**src/rtl/vbp_pkg.sv**
```systemverilog
package vbp_pkg;
  localparam int BYTE_W = 8;
  localparam int PIX_W  = 24;
  localparam int RAW_W  = 10;

  typedef enum logic [1:0] {
    FMT_YC  = 2'd0,
    FMT_RGB = 2'd1,
    FMT_RAW = 2'd2,
    FMT_RAW2 = 2'd3
  } fmt_e;

  localparam logic [1:0] ORD_C_FIRST = 2'd0;
  localparam logic [1:0] ORD_Y_FIRST = 2'd1;
  localparam logic [1:0] ORD_Y_ONLY  = 2'd2;
  localparam logic [1:0] ORD_C_ONLY  = 2'd3;

  typedef struct packed {
    logic [BYTE_W-1:0] first;
    logic [BYTE_W-1:0] second;
    logic              two;
  } byte_pair_t;
endpackage

```
**src/rtl/vbp_cfg_hold.sv**
```systemverilog
module vbp_cfg_hold
  import vbp_pkg::*;
(
  input  logic       clk,
  input  logic       rst_n,
  input  logic       frame_start,
  input  logic [1:0] cfg_fmt_i,
  input  logic [1:0] cfg_ord_i,
  output fmt_e       fmt_o,
  output logic [1:0] ord_o
);
  fmt_e       fmt_q, fmt_d;
  logic [1:0] ord_q, ord_d;
  logic       load_en;

  always_comb begin
    load_en = frame_start;
    fmt_d   = fmt_e'(cfg_fmt_i);
    ord_d   = cfg_ord_i;
  end

  always_ff @(posedge clk or negedge rst_n) begin
    if (!rst_n) begin
      fmt_q <= FMT_YC;
      ord_q <= ORD_C_FIRST;
    end else if (load_en) begin
      fmt_q <= fmt_d;
      ord_q <= ord_d;
    end
  end

  assign fmt_o = fmt_q;
  assign ord_o = ord_q;


  cfg_fmt_frozen_chk: assert property (@(posedge clk) disable iff (!rst_n)
    !frame_start |=> $stable(fmt_q));

  cfg_ord_frozen_chk: assert property (@(posedge clk) disable iff (!rst_n)
    !frame_start |=> $stable(ord_q));
endmodule

```
**src/rtl/vbp_byte_build.sv**
```systemverilog
module vbp_byte_build
  import vbp_pkg::*;
(
  input  fmt_e             fmt_i,
  input  logic [1:0]       ord_i,
  input  logic             odd_i,
  input  logic [PIX_W-1:0] pix_i,
  output byte_pair_t       pair_o
);
  logic [BYTE_W-1:0] luma, chroma;
  logic [4:0]        red, blue;
  logic [5:0]        green;
  logic [RAW_W-1:0]  raw;

  always_comb begin
    luma   = pix_i[23:16];
    chroma = odd_i ? pix_i[7:0] : pix_i[15:8];
    red    = pix_i[15:11];
    green  = pix_i[10:5];
    blue   = pix_i[4:0];
    raw    = pix_i[RAW_W-1:0];
    pair_o = '0;
    unique case (fmt_i)
      FMT_YC: begin
        unique case (ord_i)
          ORD_C_FIRST: pair_o = '{first: chroma, second: luma, two: 1'b1};
          ORD_Y_FIRST: pair_o = '{first: luma, second: chroma, two: 1'b1};
          ORD_Y_ONLY:  pair_o = '{first: luma, second: '0, two: 1'b0};
          default:     pair_o = '{first: chroma, second: '0, two: 1'b0};
        endcase
      end
      FMT_RGB: begin
        if (ord_i[0])
          pair_o = '{first: {blue, green[5:3]}, second: {green[2:0], red}, two: 1'b1};
        else
          pair_o = '{first: {red, green[5:3]}, second: {green[2:0], blue}, two: 1'b1};
      end
      default: begin
        pair_o = '{first: {{(BYTE_W-(RAW_W-BYTE_W)){1'b0}}, raw[RAW_W-1:BYTE_W]},
                   second: raw[BYTE_W-1:0], two: 1'b1};
      end
    endcase
  end
endmodule

```
**src/rtl/vbp_byte_seq.sv**
```systemverilog
module vbp_byte_seq
  import vbp_pkg::*;
(
  input  logic              clk,
  input  logic              rst_n,
  input  logic              line_active,
  input  logic              pix_valid,
  input  byte_pair_t        pair_i,
  output logic              odd_o,
  output logic              out_valid,
  output logic [BYTE_W-1:0] out_data
);
  logic              valid_q, valid_d;
  logic [BYTE_W-1:0] data_q, data_d;
  logic [BYTE_W-1:0] hold_q;
  logic              pend_q, pend_d;
  logic              odd_q, odd_d;
  logic              hold_en;
  logic              take;

  always_comb begin
    take    = line_active && pix_valid;
    hold_en = take && pair_i.two;
    valid_d = 1'b0;
    data_d  = '0;
    pend_d  = 1'b0;
    odd_d   = odd_q;
    if (!line_active) begin
      odd_d = 1'b0;
    end else if (take) begin
      valid_d = 1'b1;
      data_d  = pair_i.first;
      pend_d  = pair_i.two;
      odd_d   = ~odd_q;
    end else if (pend_q) begin
      valid_d = 1'b1;
      data_d  = hold_q;
    end
  end

  always_ff @(posedge clk or negedge rst_n) begin
    if (!rst_n) begin
      valid_q <= 1'b0;
      data_q  <= '0;
      pend_q  <= 1'b0;
      odd_q   <= 1'b0;
    end else begin
      valid_q <= valid_d;
      data_q  <= data_d;
      pend_q  <= pend_d;
      odd_q   <= odd_d;
    end
  end

  always_ff @(posedge clk or negedge rst_n) begin
    if (!rst_n)       hold_q <= '0;
    else if (hold_en) hold_q <= pair_i.second;
  end

  assign odd_o     = odd_q;
  assign out_valid = valid_q;
  assign out_data  = data_q;


  window_gate_chk: assert property (@(posedge clk) disable iff (!rst_n)
    !line_active |=> !out_valid);

  idle_zero_chk: assert property (@(posedge clk) disable iff (!rst_n)
    !out_valid |-> (out_data == '0));

  parity_restart_chk: assert property (@(posedge clk) disable iff (!rst_n)
    !line_active |=> !odd_q);

  second_byte_chk: assert property (@(posedge clk) disable iff (!rst_n)
    (line_active && pix_valid && pair_i.two) ##1 (line_active && !pix_valid)
      |=> (out_valid && out_data == $past(pair_i.second, 2)));

  first_byte_chk: assert property (@(posedge clk) disable iff (!rst_n)
    (line_active && pix_valid) |=> (out_valid && out_data == $past(pair_i.first)));
endmodule

```
**src/rtl/vid_byte_packer.sv**
```systemverilog
module vid_byte_packer
  import vbp_pkg::*;
(
  input  logic              clk,
  input  logic              rst_n,
  input  logic              frame_start,
  input  logic [1:0]        cfg_fmt,
  input  logic [1:0]        cfg_ord,
  input  logic              line_active,
  input  logic              pix_valid,
  input  logic [PIX_W-1:0]  pix_data,
  output logic              out_valid,
  output logic [BYTE_W-1:0] out_data
);
  fmt_e       act_fmt;
  logic [1:0] act_ord;
  logic       odd;
  byte_pair_t pair;

  vbp_cfg_hold u_cfg (
    .clk        (clk),
    .rst_n      (rst_n),
    .frame_start(frame_start),
    .cfg_fmt_i  (cfg_fmt),
    .cfg_ord_i  (cfg_ord),
    .fmt_o      (act_fmt),
    .ord_o      (act_ord)
  );

  vbp_byte_build u_build (
    .fmt_i (act_fmt),
    .ord_i (act_ord),
    .odd_i (odd),
    .pix_i (pix_data),
    .pair_o(pair)
  );

  vbp_byte_seq u_seq (
    .clk        (clk),
    .rst_n      (rst_n),
    .line_active(line_active),
    .pix_valid  (pix_valid),
    .pair_i     (pair),
    .odd_o      (odd),
    .out_valid  (out_valid),
    .out_data   (out_data)
  );
endmodule

```
**config.mk**
```make
export PLATFORM = sky130hd
export DESIGN_NAME = vid_byte_packer
export DESIGN_NICKNAME = d
export VERILOG_FILES = /design/src/rtl/vbp_pkg.sv /design/src/rtl/vbp_cfg_hold.sv /design/src/rtl/vbp_byte_build.sv /design/src/rtl/vbp_byte_seq.sv /design/src/rtl/vid_byte_packer.sv
export SDC_FILE = /design/constraint.sdc
export NUM_CORES = 1
export LEC_CHECK = 0
export BUFFER_PORTS_ARGS = -buffer_cell sky130_fd_sc_hd__clkbuf_2
export CORE_AREA = 4 4 60 62
export CTS_CLUSTER_SIZE = 10
export DETAILED_ROUTE_END_ITERATION = 10
export DIE_AREA = 0 0 64 66
export PLACE_DENSITY_LB_ADDON = 0.25
export SYNTH_ARGS = -nofsm -noshare
export SYNTH_HDL_FRONTEND = slang
export SYNTH_SLANG_ARGS = --single-unit
```
**constraint.sdc**
```tcl
create_clock -name clk -period 1.5 [get_ports clk]
set_input_delay 0.075 -clock clk [delete_from_list [all_inputs] [get_ports clk]]
set_output_delay 0.075 -clock clk [all_outputs]
set_load 0.03 [all_outputs]
```
# Word-level counts from Yosys, hierarchy flattened
# Index checks and enable logic that the tools add are counted.
# word_totals
out_inout_bits	9
word_cells	30
register_bits	23
input_bits	33
# classes
eq_ne	4
n_reduce_logical	4
mux	14
bitwise_logic	1
# op_table
operator	count
17-bit one-hot mux with 3 select lines	1
17-bit one-hot mux with 2 select lines	1
8-bit 2-to-1 mux	4
17-bit 2-to-1 mux	1
1-bit 2-to-1 mux	7
2-bit by 1-bit equality test with 1-bit output, second input constant	2
2-bit zero test	2
2-bit equality test, second input constant	1
1-bit logical AND	2
2-bit by 1-bit inequality test with 1-bit output, second input constant	1
1-bit NOT	1

# Longest topological paths before layout
# depth
word_depth	5
depth_mapped	6
mapped_depth_nobuf	4

# Cells and area by module
# A second synthesis with hierarchy kept.
# hier_totals
hier_cells	163
area_unflattened_um2	1640.3
# modules_own_cells
module	seq_area_each_um2	n_inst	area_each_um2	cells_per_inst
vbp_byte_seq	475.5	1	785.8	60
vbp_byte_build	0.0	1	709.4	95
vbp_cfg_hold	100.1	1	145.1	8

# Worst setup path after synthesis
# No wires, ideal clock.
# synth_timing
kind	register to register
start	reg u_cfg.ord_q[1] (netlist: u_cfg.ord_o[1])
end	reg u_seq.hold_q[7]
path_stages_with_launch	6
n_path_buf	1
path_slack_ns	0.104
t_required_ns	1.427
setup_time_ns	0.073
synth_period_minus_slack_ns	1.396
arrival_ns	1.323
path_cell_list	dfrtp_1 or3_1 buf_6 a211oi_1 a21oi_1 a21oi_2
# synth_between
elab_chain_len	4
elab_cells_between_ends	6
cone_classes	eq/ne (2); mux (2); reduce/logical (2)
# synth_rtl
element	line_no	rtl
start, declared	vbp_cfg_hold.sv:13	logic [1:0] ord_q, ord_d;
start signal, assigned	vbp_cfg_hold.sv:28	ord_q <= ord_d;
2-bit equality test, or another cell as far along	vbp_byte_build.sv:25	unique case (ord_i)
17-bit one-hot mux with 3 select lines (*)	vbp_byte_build.sv:25	
17-bit one-hot mux with 2 select lines (*)	vbp_byte_build.sv:23	unique case (fmt_i)
1-bit logical AND	vbp_byte_seq.sv:23	hold_en = take && pair_i.two;
end signal, assigned	vbp_byte_seq.sv:57	else if (hold_en) hold_q <= pair_i.second;
end, declared	vbp_byte_seq.sv:15	logic [BYTE_W-1:0] hold_q;
# Every way passes the cells marked *; elsewhere a longest branch is shown, timed or not.
# A chain may end at the register's enable or synchronous reset.

# Worst setup path in the final report
# layout_timing
start	reg u_cfg.ord_q[0] (netlist: u_cfg.ord_o[0])
end	reg u_seq.hold_q[1]
# layout_between
elab_chain_len	4
elab_cells_between_ends	7
cone_classes	eq/ne (2); mux (3); reduce/logical (2)
# layout_rtl
element	line_no
2-bit equality test, or another cell as far along	vbp_byte_build.sv:25
17-bit one-hot mux with 3 select lines	vbp_byte_build.sv:25
17-bit one-hot mux with 2 select lines (*)	vbp_byte_build.sv:23
1-bit logical AND	vbp_byte_seq.sv:23
# Marks and branches as above.

==> results.tsv <==
metric	value	unit
run_status	finished, final reports clean	
main_combinational_cell_family_by_area_after_synthesis	compound AO/OA/AOI/OAI gates	
synth_edf_count	0	
first_pass_iteration_count_of_the_detailed_router	4	
numPlacedInstances	231	
synthSimpleGateAreaFrac	13.72	%
final_area	1913	sq um
min_path_type	in2reg	
track_usage	19.79	%
cts_buffers	3	
placeableCoreArea	3028	sq um
height_of_the_chip	66	um
h-tree-depth	1	
global_route.usage.met1	25.24	%
drt.antenna.violating_nets	0	
instances_no_fill	244	
yosys_register_bits	23	
synthMostInstantiatedCell	sky130_fd_sc_hd__nor2_1	
pin_count_of_the_biggest_net_entering_global_routing	24	
post_synth_fa_ha_maj_area_fraction	0	%
grt_antenna_before_repair	0	
final_hold_viol_count	0	
max_slew.worst_pin.slew	0.5799	ns
synth_mux_area_share	10.87	%
required_time_worst_endpoint	1.69	ns
grt_pass1_wl	6465	um
critical_path_class	reg2reg	
yosysWarnings	0	
avgRoutedWirePerCell	16.55	um
final_max_slew_viol_count	0	
grt_use_met3	3.061	%
ys_top_cells_by_area	sky130_fd_sc_hd__dfrtp_1 (42%), sky130_fd_sc_hd__nor2_1 (7.2%), sky130_fd_sc_hd__mux2i_1 (5.9%)	
worst_setup_hold_path_clk_slew	0.13	ns
finalHoldWorstSlack	0.009667	ns
rsz0062_at_grt	true	
synthesis.area_per_instance	9.991	sq um
layout-area-overhead-vs-synth	40.79	%
final_core_occ	63.18	%
max_cap_violations	0	
critical_path.endpoint_type	register	
yosysUniqueCellTypes	30	
route.vias.total	1334	
synth_async_sr_flop_share	100.0	%
achievable-frequency	681.7	MHz
synth_compound_area_share	27.99	%
worst_skew_pair.late_latency	0.31	ns
crit_path_max_fanout	9	
hpwlAfterDp	2931	um
drive_gt1_share	47.00	%
top_level_ports	42	
yosys.area.top_type_share	42.36	%
fin_tns_setup	0	ns
first_global_vias	1331	
insertedDiodeCount	0	
finalWorstPathRequiredPeriod	1.467	ns
vdd_drop_max	503.8	uV
synth_xor_xnor_area_share	1.289	%
fp.dieW	64	um
starting_utilization_of_the_core_area	44.88	%
power_density	859.1	nW/um^2
postSynthNetCount	169	
number_of_fill_cells_in_the_layout	256	
standard_cell_row_count	20	
sum_of_routed_wire_length_over_all_layers	4037	um
globalRoute.busiestLayer	met2	
timing.critical_path.arrival	1.65	ns
vias_per_cell	5.467	
drt_drc_violations_left	0	
cts_tree	yes	
synthTopCellsByCount	sky130_fd_sc_hd__nor2_1 (26), sky130_fd_sc_hd__dfrtp_1 (23), sky130_fd_sc_hd__a21oi_1 (9), sky130_fd_sc_hd__a221oi_1 (9), sky130_fd_sc_hd__mux2i_1 (8)	
port_buffers	41	
fin_nets	234	
clock_sinks	23	
fp.dieArea	4224	sq um
timing.max_slew.rel_slack	61.34	%
drtIter0Drc	66	
clock_skew	0.004900	ns
globalplace.congestion	0.8519	
clk_root_buffer_cell	sky130_fd_sc_hd__clkbuf_4	
global_route.overflow_total	0	
yosysSeqAreaShare	42.36	%
power_leakage	0.8608	nW
summed_instance_area_of_the_synthesized_netlist	1359	sq um
setup-violations-final	0	
critPathLaunchType	register	
final.period_utilization	97.80	%
placedInstanceArea	1719	sq um
postSynthCellCount	136	
met2_usage	33.42	%
synth_top_cell_by_area	sky130_fd_sc_hd__dfrtp_1	
max-clock-path-buffers	2	
synth_ff_type	sky130_fd_sc_hd__dfrtp_1	
-- cells in the final DEF, fill, tap and decap left out, types with 6 or more instances in the layout --
cell type	Yosys	routed
sky130_fd_sc_hd__nor2_1	26	24
sky130_fd_sc_hd__dfrtp_1	23	21
sky130_fd_sc_hd__mux2i_1	8	8
sky130_fd_sc_hd__a211oi_2	5	7
sky130_fd_sc_hd__clkbuf_2	0	41
sky130_fd_sc_hd__a21oi_1	9	9
sky130_fd_sc_hd__buf_4	1	16
sky130_fd_sc_hd__a221o_1	6	6
sky130_fd_sc_hd__dlygate4sd3_1	0	8
sky130_fd_sc_hd__mux2_2	6	6
-- sequential cells by signal, indices dropped and copies added, names as in the netlist --
name             count
u_cfg.fmt_o          2
u_seq.odd_o          1
u_seq.out_data       8
u_seq.hold_q         8
u_seq.out_valid      1
u_seq.pend_q         1
u_cfg.ord_o          2
-- where the power goes --
part | switching (mW) | leakage (nW) | internal, mW
registers | 0.0512 | 0.281 | 0.699
clock network | 0.196 | 0.0177 | 0.0998
logic | 0.322 | 0.562 | 0.275
-- cell type report --
cell class,count,area [sq um],share of cell area (%)
multi-input combinational,104,800.8,41.86
sequential,23,578.1,30.22
timing repair buffer,68,447.9,23.41
tap,44,55.05,2.878
clock buffer,3,22.52,1.177
clock inverter,1,5.005,0.2616
inverter,1,3.754,0.1962
-- final timing paths --
path | startpoint | endpoint | slack [ns] | cells after the start
max in group asynchronous | rst_n | u_cfg.ord_o[0] | 0.82 | 2
worst max register to register | u_cfg.ord_o[0] | u_seq.hold_q[1] | 0.03 | 6
min in group asynchronous | rst_n | u_seq.hold_q[0] | 0.27 | 2
worst min register to register | u_seq.pend_q | u_seq.out_valid | 0.51 | 1
worst min-delay path | pix_data[9] | u_seq.out_data[1] | 0.01 | 3
worst max-delay path | u_cfg.ord_o[0] | u_seq.hold_q[1] | 0.03 | 6
-- critical path, stage by stage (launching register included) --
cell and delay [ns]:
sky130_fd_sc_hd__dfrtp_2 0.48, sky130_fd_sc_hd__buf_4 0.19, sky130_fd_sc_hd__buf_4 0.15, sky130_fd_sc_hd__nor2_1 0.12, sky130_fd_sc_hd__a211oi_2 0.04, sky130_fd_sc_hd__a221oi_1 0.24, sky130_fd_sc_hd__a21oi_1 0.11
-- per-layer routing --
layer	vias up	part of all wire, %
met5	-	0
met4	0	2.4
met3	8	6.1
met2	49	49
met1	631	43
li1	646	-
-- logic make-up after synthesis --
logic type,count (synthesis)
AO/OA/AOI/OAI,48
XOR/XNOR,2
buffers and inverters,9
flip-flops,23
multiplexers,14
AND/OR/NAND/NOR,40
-- through the flow --
| step | worst slack, ns | power, mW |
|---|---|---|
| after detailed placement | -0.03843 | 1.289 |
| after floorplan | 0.1037 | 1.069 |
| final | 0.03304 | 1.644 |
| after CTS | 0.002611 | 1.612 |
| after global placement | 0.0008986 | 1.271 |
| after global routing | -0.03721 | 1.742 |
-- repair_timing --
action | CTS | global route
hold buffers | 8 | 0
setup endpoints to repair | 8 | 12
gates cloned | 0 | 0
gates resized for setup | 3 | 14
pin swaps | 0 | 3
setup buffers | 0 | 1
endpoints found under the hold margin | 30 | 0
Note: power is estimated with default switching activity, not from simulation.
